### config.mk
export PLATFORM = sky130hd
export DESIGN_NAME = fir_out_cond
export DESIGN_NICKNAME = d
export VERILOG_FILES = /design/src/rtl/fir_oc_pkg.sv /design/src/rtl/oc_round.sv /design/src/rtl/oc_ovf_detect.sv /design/src/rtl/oc_sat.sv /design/src/rtl/fir_out_cond.sv
export SDC_FILE = /design/constraint.sdc
export NUM_CORES = 1
export LEC_CHECK = 0
export CAP_MARGIN = 40
export CORE_AREA = 2 2 102 55
export DETAILED_ROUTE_END_ITERATION = 10
export DIE_AREA = 0 0 104 57
export PLACE_DENSITY_LB_ADDON = 0.2
export SLEW_MARGIN = 20
export SYNTH_ARGS = -nofsm -noshare
export SYNTH_HDL_FRONTEND = slang
export SYNTH_SLANG_ARGS = --single-unit
### constraint.sdc
create_clock -name clk -period 4.97 [get_ports clk]
set_clock_uncertainty 0.05 [all_clocks]
set_input_delay 0.994 -clock clk [delete_from_list [all_inputs] [get_ports clk]]
set_output_delay 0.994 -clock clk [all_outputs]
set_load 0.01 [all_outputs]
### src/rtl/fir_oc_pkg.sv
package fir_oc_pkg;

    typedef enum logic [1:0] {
        OVF_NONE = 2'd0,
        OVF_POS  = 2'd1,
        OVF_NEG  = 2'd2
    } ovf_e;

    localparam int DEF_IN_W   = 20;
    localparam int DEF_FRAC_W = 6;
    localparam int DEF_OUT_W  = 10;

    // width of the value left after the fraction is dropped (one guard bit kept)
    function automatic int rounded_width(input int in_w, input int frac_w);
        return in_w + 1 - frac_w;
    endfunction

endpackage

### src/rtl/oc_round.sv
module oc_round
    import fir_oc_pkg::*;
#(
    parameter int IN_W     = DEF_IN_W,
    parameter int FRAC_W   = DEF_FRAC_W,
    parameter bit ROUND_EN = 1'b1,
    localparam int EXT_W   = IN_W + 1,
    localparam int RW      = rounded_width(IN_W, FRAC_W)
) (
    input  logic                 clk,
    input  logic                 rst,
    input  logic                 ce,
    input  logic [IN_W-1:0]      acc_i,
    output logic [RW-1:0]        rnd_o
);

    logic signed [EXT_W-1:0] ext;
    logic signed [EXT_W-1:0] bias;
    logic signed [EXT_W-1:0] sum_q;

    assign ext = {acc_i[IN_W-1], acc_i};

    generate
        if (ROUND_EN && FRAC_W > 0) begin : g_sym
            localparam logic [EXT_W-1:0] HALF = EXT_W'(1) << (FRAC_W - 1);
            // negatives get one less than half, so ties move away from zero on both sides
            always_comb begin
                if (acc_i[IN_W-1]) bias = HALF - EXT_W'(1);
                else               bias = HALF;
            end
        end else begin : g_trunc
            assign bias = '0;
        end
    endgenerate

    // section 1: full-width biased sum
    always_ff @(posedge clk) begin
        if (rst)     sum_q <= '0;
        else if (ce) sum_q <= ext + bias;
    end

    // section 2: discard fraction (floor by slicing the signed value)
    always_ff @(posedge clk) begin
        if (rst)     rnd_o <= '0;
        else if (ce) rnd_o <= sum_q[EXT_W-1:FRAC_W];
    end

endmodule

### src/rtl/oc_ovf_detect.sv
module oc_ovf_detect
    import fir_oc_pkg::*;
#(
    parameter int RW    = 15,
    parameter int OUT_W = DEF_OUT_W,
    localparam int TOP_W = RW - OUT_W + 1
) (
    input  logic [RW-1:0] val_i,
    output ovf_e          ovf_o
);

    logic [TOP_W-1:0] top;
    logic             fits;

    assign top  = val_i[RW-1:OUT_W-1];
    assign fits = (&top) | ~(|top);

    always_comb begin
        if (fits)              ovf_o = OVF_NONE;
        else if (val_i[RW-1])  ovf_o = OVF_NEG;
        else                   ovf_o = OVF_POS;
    end

endmodule

### src/rtl/oc_sat.sv
module oc_sat
    import fir_oc_pkg::*;
#(
    parameter int RW     = 15,
    parameter int OUT_W  = DEF_OUT_W,
    parameter bit SAT_EN = 1'b1
) (
    input  logic              clk,
    input  logic              rst,
    input  logic              ce,
    input  logic [RW-1:0]     val_i,
    output logic [OUT_W-1:0]  y_o
);

    localparam logic [OUT_W-1:0] MAX_POS = {1'b0, {(OUT_W-1){1'b1}}};
    localparam logic [OUT_W-1:0] MAX_NEG = {1'b1, {(OUT_W-1){1'b0}}};

    logic [OUT_W-1:0] nxt;

    generate
        if (SAT_EN) begin : g_clamp
            ovf_e ovf;
            oc_ovf_detect #(.RW(RW), .OUT_W(OUT_W)) u_det (
                .val_i (val_i),
                .ovf_o (ovf)
            );
            always_comb begin
                case (ovf)
                    OVF_POS: nxt = MAX_POS;
                    OVF_NEG: nxt = MAX_NEG;
                    default: nxt = val_i[OUT_W-1:0];
                endcase
            end
        end else begin : g_wrap
            assign nxt = val_i[OUT_W-1:0];
        end
    endgenerate

    always_ff @(posedge clk) begin
        if (rst)     y_o <= '0;
        else if (ce) y_o <= nxt;
    end

endmodule

### src/rtl/fir_out_cond.sv
module fir_out_cond
    import fir_oc_pkg::*;
#(
    parameter int IN_W     = DEF_IN_W,
    parameter int FRAC_W   = DEF_FRAC_W,
    parameter int OUT_W    = DEF_OUT_W,
    parameter bit ROUND_EN = 1'b1,
    parameter bit SAT_EN   = 1'b1
) (
    input  logic             clk,
    input  logic             rst,
    input  logic             ce,
    input  logic [IN_W-1:0]  acc_i,
    output logic [OUT_W-1:0] y_o
);

    localparam int RW = rounded_width(IN_W, FRAC_W);

    logic [RW-1:0] rnd_w;

    oc_round #(.IN_W(IN_W), .FRAC_W(FRAC_W), .ROUND_EN(ROUND_EN)) u_rnd (
        .clk   (clk),
        .rst   (rst),
        .ce    (ce),
        .acc_i (acc_i),
        .rnd_o (rnd_w)
    );

    oc_sat #(.RW(RW), .OUT_W(OUT_W), .SAT_EN(SAT_EN)) u_sat (
        .clk   (clk),
        .rst   (rst),
        .ce    (ce),
        .val_i (rnd_w),
        .y_o   (y_o)
    );

endmodule

==> metrics.md <==
| Metric | Value |
|---|---|
| Layout fillers | between 500 and 600 |
| Clk sinks | 40 |
| Pleak | 0.880 nW |
| Slew Viols, Final | 0 |
| DIE AREA | 0.00593 mm2 |
| Port Buffers | 32 |
| CTS tree | done |
| Clk buf depth | 2 |
| Post_cts resized | 0 |
| # IOs | 33 |
| R2r setup slk | about 3.2 ns |
| Layout Utilization | 44.9% |
| Root Buffer | clkbuf_8 |
| CP cell instances | clkdlybuf4s50_1, inv_1, ha_1, nand3_1, a21oi_1, o21ai_1, or4_1, a311oi_1 |
| Largest net degree at the start of global routing | 57 |
| Max-Cap Viols | 0 |
| HPWL Detailed | 2790 um |
| Worst hold start | u_rnd.sum_q[6] |
| Outcome | finished, final reports clean |
| Vias in the first global route | about 1400 |
| Core area | 0.00513 mm2 |
| Avg Cell Area, Syn | 8.70 um2 |
| Syn Std Cell Area | between 0.0015 and 0.002 mm2 |
| Area growth syn-to-layout | 27.5% |
| Postcts setup bufs | 0 |
| DR WL/cell | roughly 13 um |
| Via count | 1538 |
| Pwr per Cell Area | around 320 mW/mm2 |
| CP max FO | 8 |
| Fin nets | about 270 |
| Clock transition at path regs | ~0.080 ns |
| DRC | 0 |
| Worst slew pin tran | 0.646 ns |
| Share of cells above drive strength 1 | 5.42% |
| DRT Wirelength | approximately 4000 um |
| Initial antenna violation count | 0 |
| Starting Density | 35.2% |
| CP max stage delay | 0.60 ns |
| Arr. time, crit path | 3.42 ns |
| Final hold vios | 0 |
| H-tree level count | 2 |
| Placed inst area | 0.00218 mm2 |
| Hold Path Depth | 2 |
| Clock latency on the worst-skew pair | slightly below 0.3 ns |
| Critical R2R Capture | u_sat.y_o[2] |
| Yosys top cell area share | roughly 44% |
| Post-synthesis sequential area ratio | 44.3% |
| FMAX | 0.306 GHz |
| Hold Path End | u_rnd.sum_q[6] |
| Ys Warns | 0 |
| First-pass GRT wire length | 6710 um |
| Via-to-Cell Ratio | 4.91 |
| Slew margin rel. | 56.9% |
| Hold Path Class | reg2reg |
| Critical path launch point type | input pin |
| DRT iter0 DRCs | 37 |
| Worst R2R Path Depth | 6 |
| GRT Resource Usage Total | 14.5% |
| Die height | 57 um |
| Top post-synthesis cells by area | dfxtp_1, mux2i_1, nor2_1, a21oi_1, a211oi_1 |
| Slowest CP cell | clkdlybuf4s50_1 |
| Num rows | 19 |
| 1st-pass router iterations | 4 |
| Die width | 104 um |
| Setup TNS | 0 ns |
| Critical Path End Type | register |
| CP Class | in2reg |
| Final setup fails | 0 |
| Worst Path Required | 5.12 ns |
| Synth Register Bits | 40 |
| Cells after Synth | 208 |
| Synth unique cells | 31 |
| Num CTS Buffers | 5 |
| Post-route design area | ~0.0023 mm2 |
| Global route overflow | 0 |
| GP Congestion | between 0.7 and 0.8 |
| Hold-fix buffer count after cts | 0 |
| Worst vdd rail ir drop | 0.151 mV |
| Syn_nets | 236 |
| Final worst path period need | about 3.3 ns |
| RR Startpoint | u_rnd.rnd_o[10] |
| Ant diodes | 0 |
| Tcrit/Tclk final | 65.8% |
| Synth area leader | dfxtp_1 |
| Antenna viol nets, final | 0 |
| RSZ-0062 raised after global routing | no |
==> layout make-up <==
| class | instances | area (um2) | share of cell area, % |
|---|---|---|---|
| Sequential cell | 40 | 801 | 34.7 |
| Multi-Input combinational cell | 153 | 951 | 41.2 |
| Inverter | 3 | 11.3 | 0.488 |
| Tap cell | 73 | 91.3 | 3.96 |
| Clock inverter | 2 | 35.0 | 1.52 |
| Timing Repair Buffer | 36 | 345 | 15.0 |
| Clock buffer | 6 | 72.6 | 3.15 |
==> worst max-delay path, delay by kind of cell <==
kind,cells,cell delay (ns)
adder cells (fa/ha/maj),1,0.31
AO/OA/AOI/OAI,3,0.77
buffers and inverters,2,0.70
AND/OR/NAND/NOR,2,0.63
==> worst max-delay path by stage <==
stage | from | end | slack [ns] | cells past startpoint
after floorplan | acc_i[19] | u_rnd.sum_q[16] | 2.27 | 7
after global placement | acc_i[19] | u_rnd.sum_q[16] | 1.42 | 8
after detailed placement | acc_i[19] | u_rnd.sum_q[16] | 1.41 | 8
after CTS | acc_i[19] | u_rnd.sum_q[16] | 1.71 | 8
after global routing | acc_i[19] | u_rnd.sum_q[17] | 1.47 | 8
final | acc_i[19] | u_rnd.sum_q[16] | 1.70 | 8
==> per-layer routing <==
metal / vias up / track usage [%] / wire, um
met2: 22 / 19.7 / 1590
met4: 0 / 4.05 / 23
met3: 4 / 4.91 / 175
met5: - / 0 / 0
li1: 814 / - / -
met1: 698 / 21.7 / 2230
==> placed cells by master (no fill, tap or decap) <==
master           count
clkbuf_1             1
or4_1                3
clkinv_2             1
and4_2               1
nor4_1               2
o21ai_0              3
nand2b_1             2
ha_1                 5
a21oi_1             18
nor2b_1              1
buf_4                2
o31ai_1              2
a21o_1               3
a211oi_1             9
mux2i_1             16
nand2_1              6
dfxtp_1             40
nand4_1              5
nor3_1               9
nand3_1              5
nor2_1              40
bufinv_16            1
o2bb2ai_1            1
or3_1                4
clkbuf_4             2
buf_2                1
a311oi_1             4
o211ai_1             1
and4_1               1
clkdlybuf4s50_1     31
xor2_1               2
clkbuf_8             5
inv_1                3
o21ai_1              2
a31oi_1              1
xnor2_1              6
o2111ai_1            1
==> metrics by stage <==
step	worst slack [ns]	hold slack, ns	power [W]	instances
2_1_floorplan	2.27	0.396	0.000424	208
3_3_place_gp	1.42	0.415	0.000476	303
3_5_place_dp	1.41	0.415	0.000476	303
4_1_cts	1.71	0.432	0.000737	311
5_1_grt	1.47	0.451	0.000770	313
6_report	1.70	0.427	0.000731	313
==> cells by family (layout without fill, tap and decap cells) <==
group / after synthesis / count (layout) / share of synthesized area [%]
buf+inv: 15 / 47 / 3.18
compound gates: 45 / 45 / 15.8
flops: 40 / 40 / 44.3
mux: 16 / 16 / 8.85
fa+ha+maj: 5 / 5 / 3.46
xor+xnor: 8 / 8 / 3.87
simple gates: 79 / 79 / 20.5
==> registers in the layout, summed over array words and instances, names as in the netlist <==
signal and flops:
u_sat.y_o 10, u_rnd.rnd_o 15, u_rnd.sum_q 15
==> synthesized netlist by cell type <==
| cell | n |
|---|---|
| a211oi_1 | 9 |
| a21o_1 | 3 |
| a21oi_1 | 18 |
| a311oi_1 | 4 |
| a31oi_1 | 1 |
| and4_1 | 1 |
| and4_2 | 1 |
| clkbuf_1 | 11 |
| clkbuf_2 | 1 |
| dfxtp_1 | 40 |
| ha_1 | 5 |
| inv_1 | 3 |
| mux2i_1 | 16 |
| nand2_1 | 6 |
| nand2b_1 | 2 |
| nand3_1 | 5 |
| nand4_1 | 5 |
| nor2_1 | 40 |
| nor2b_1 | 1 |
| nor3_1 | 9 |
| nor4_1 | 2 |
| o2111ai_1 | 1 |
| o211ai_1 | 1 |
| o21ai_0 | 3 |
| o21ai_1 | 2 |
| o2bb2ai_1 | 1 |
| o31ai_1 | 2 |
| or3_1 | 4 |
| or4_1 | 3 |
| xnor2_1 | 6 |
| xor2_1 | 2 |
==> report_power, final <==
part / total, W / switching [W] / internal, W
clock network: 0.000260 / 0.000111 / 0.000149
logic: 0.000120 / 0.0000616 / 0.0000582
registers: 0.000352 / 0.0000108 / 0.000341
total: 0.000731 / 0.000183 / 0.000548
Power figures use the tool's default switching activity.
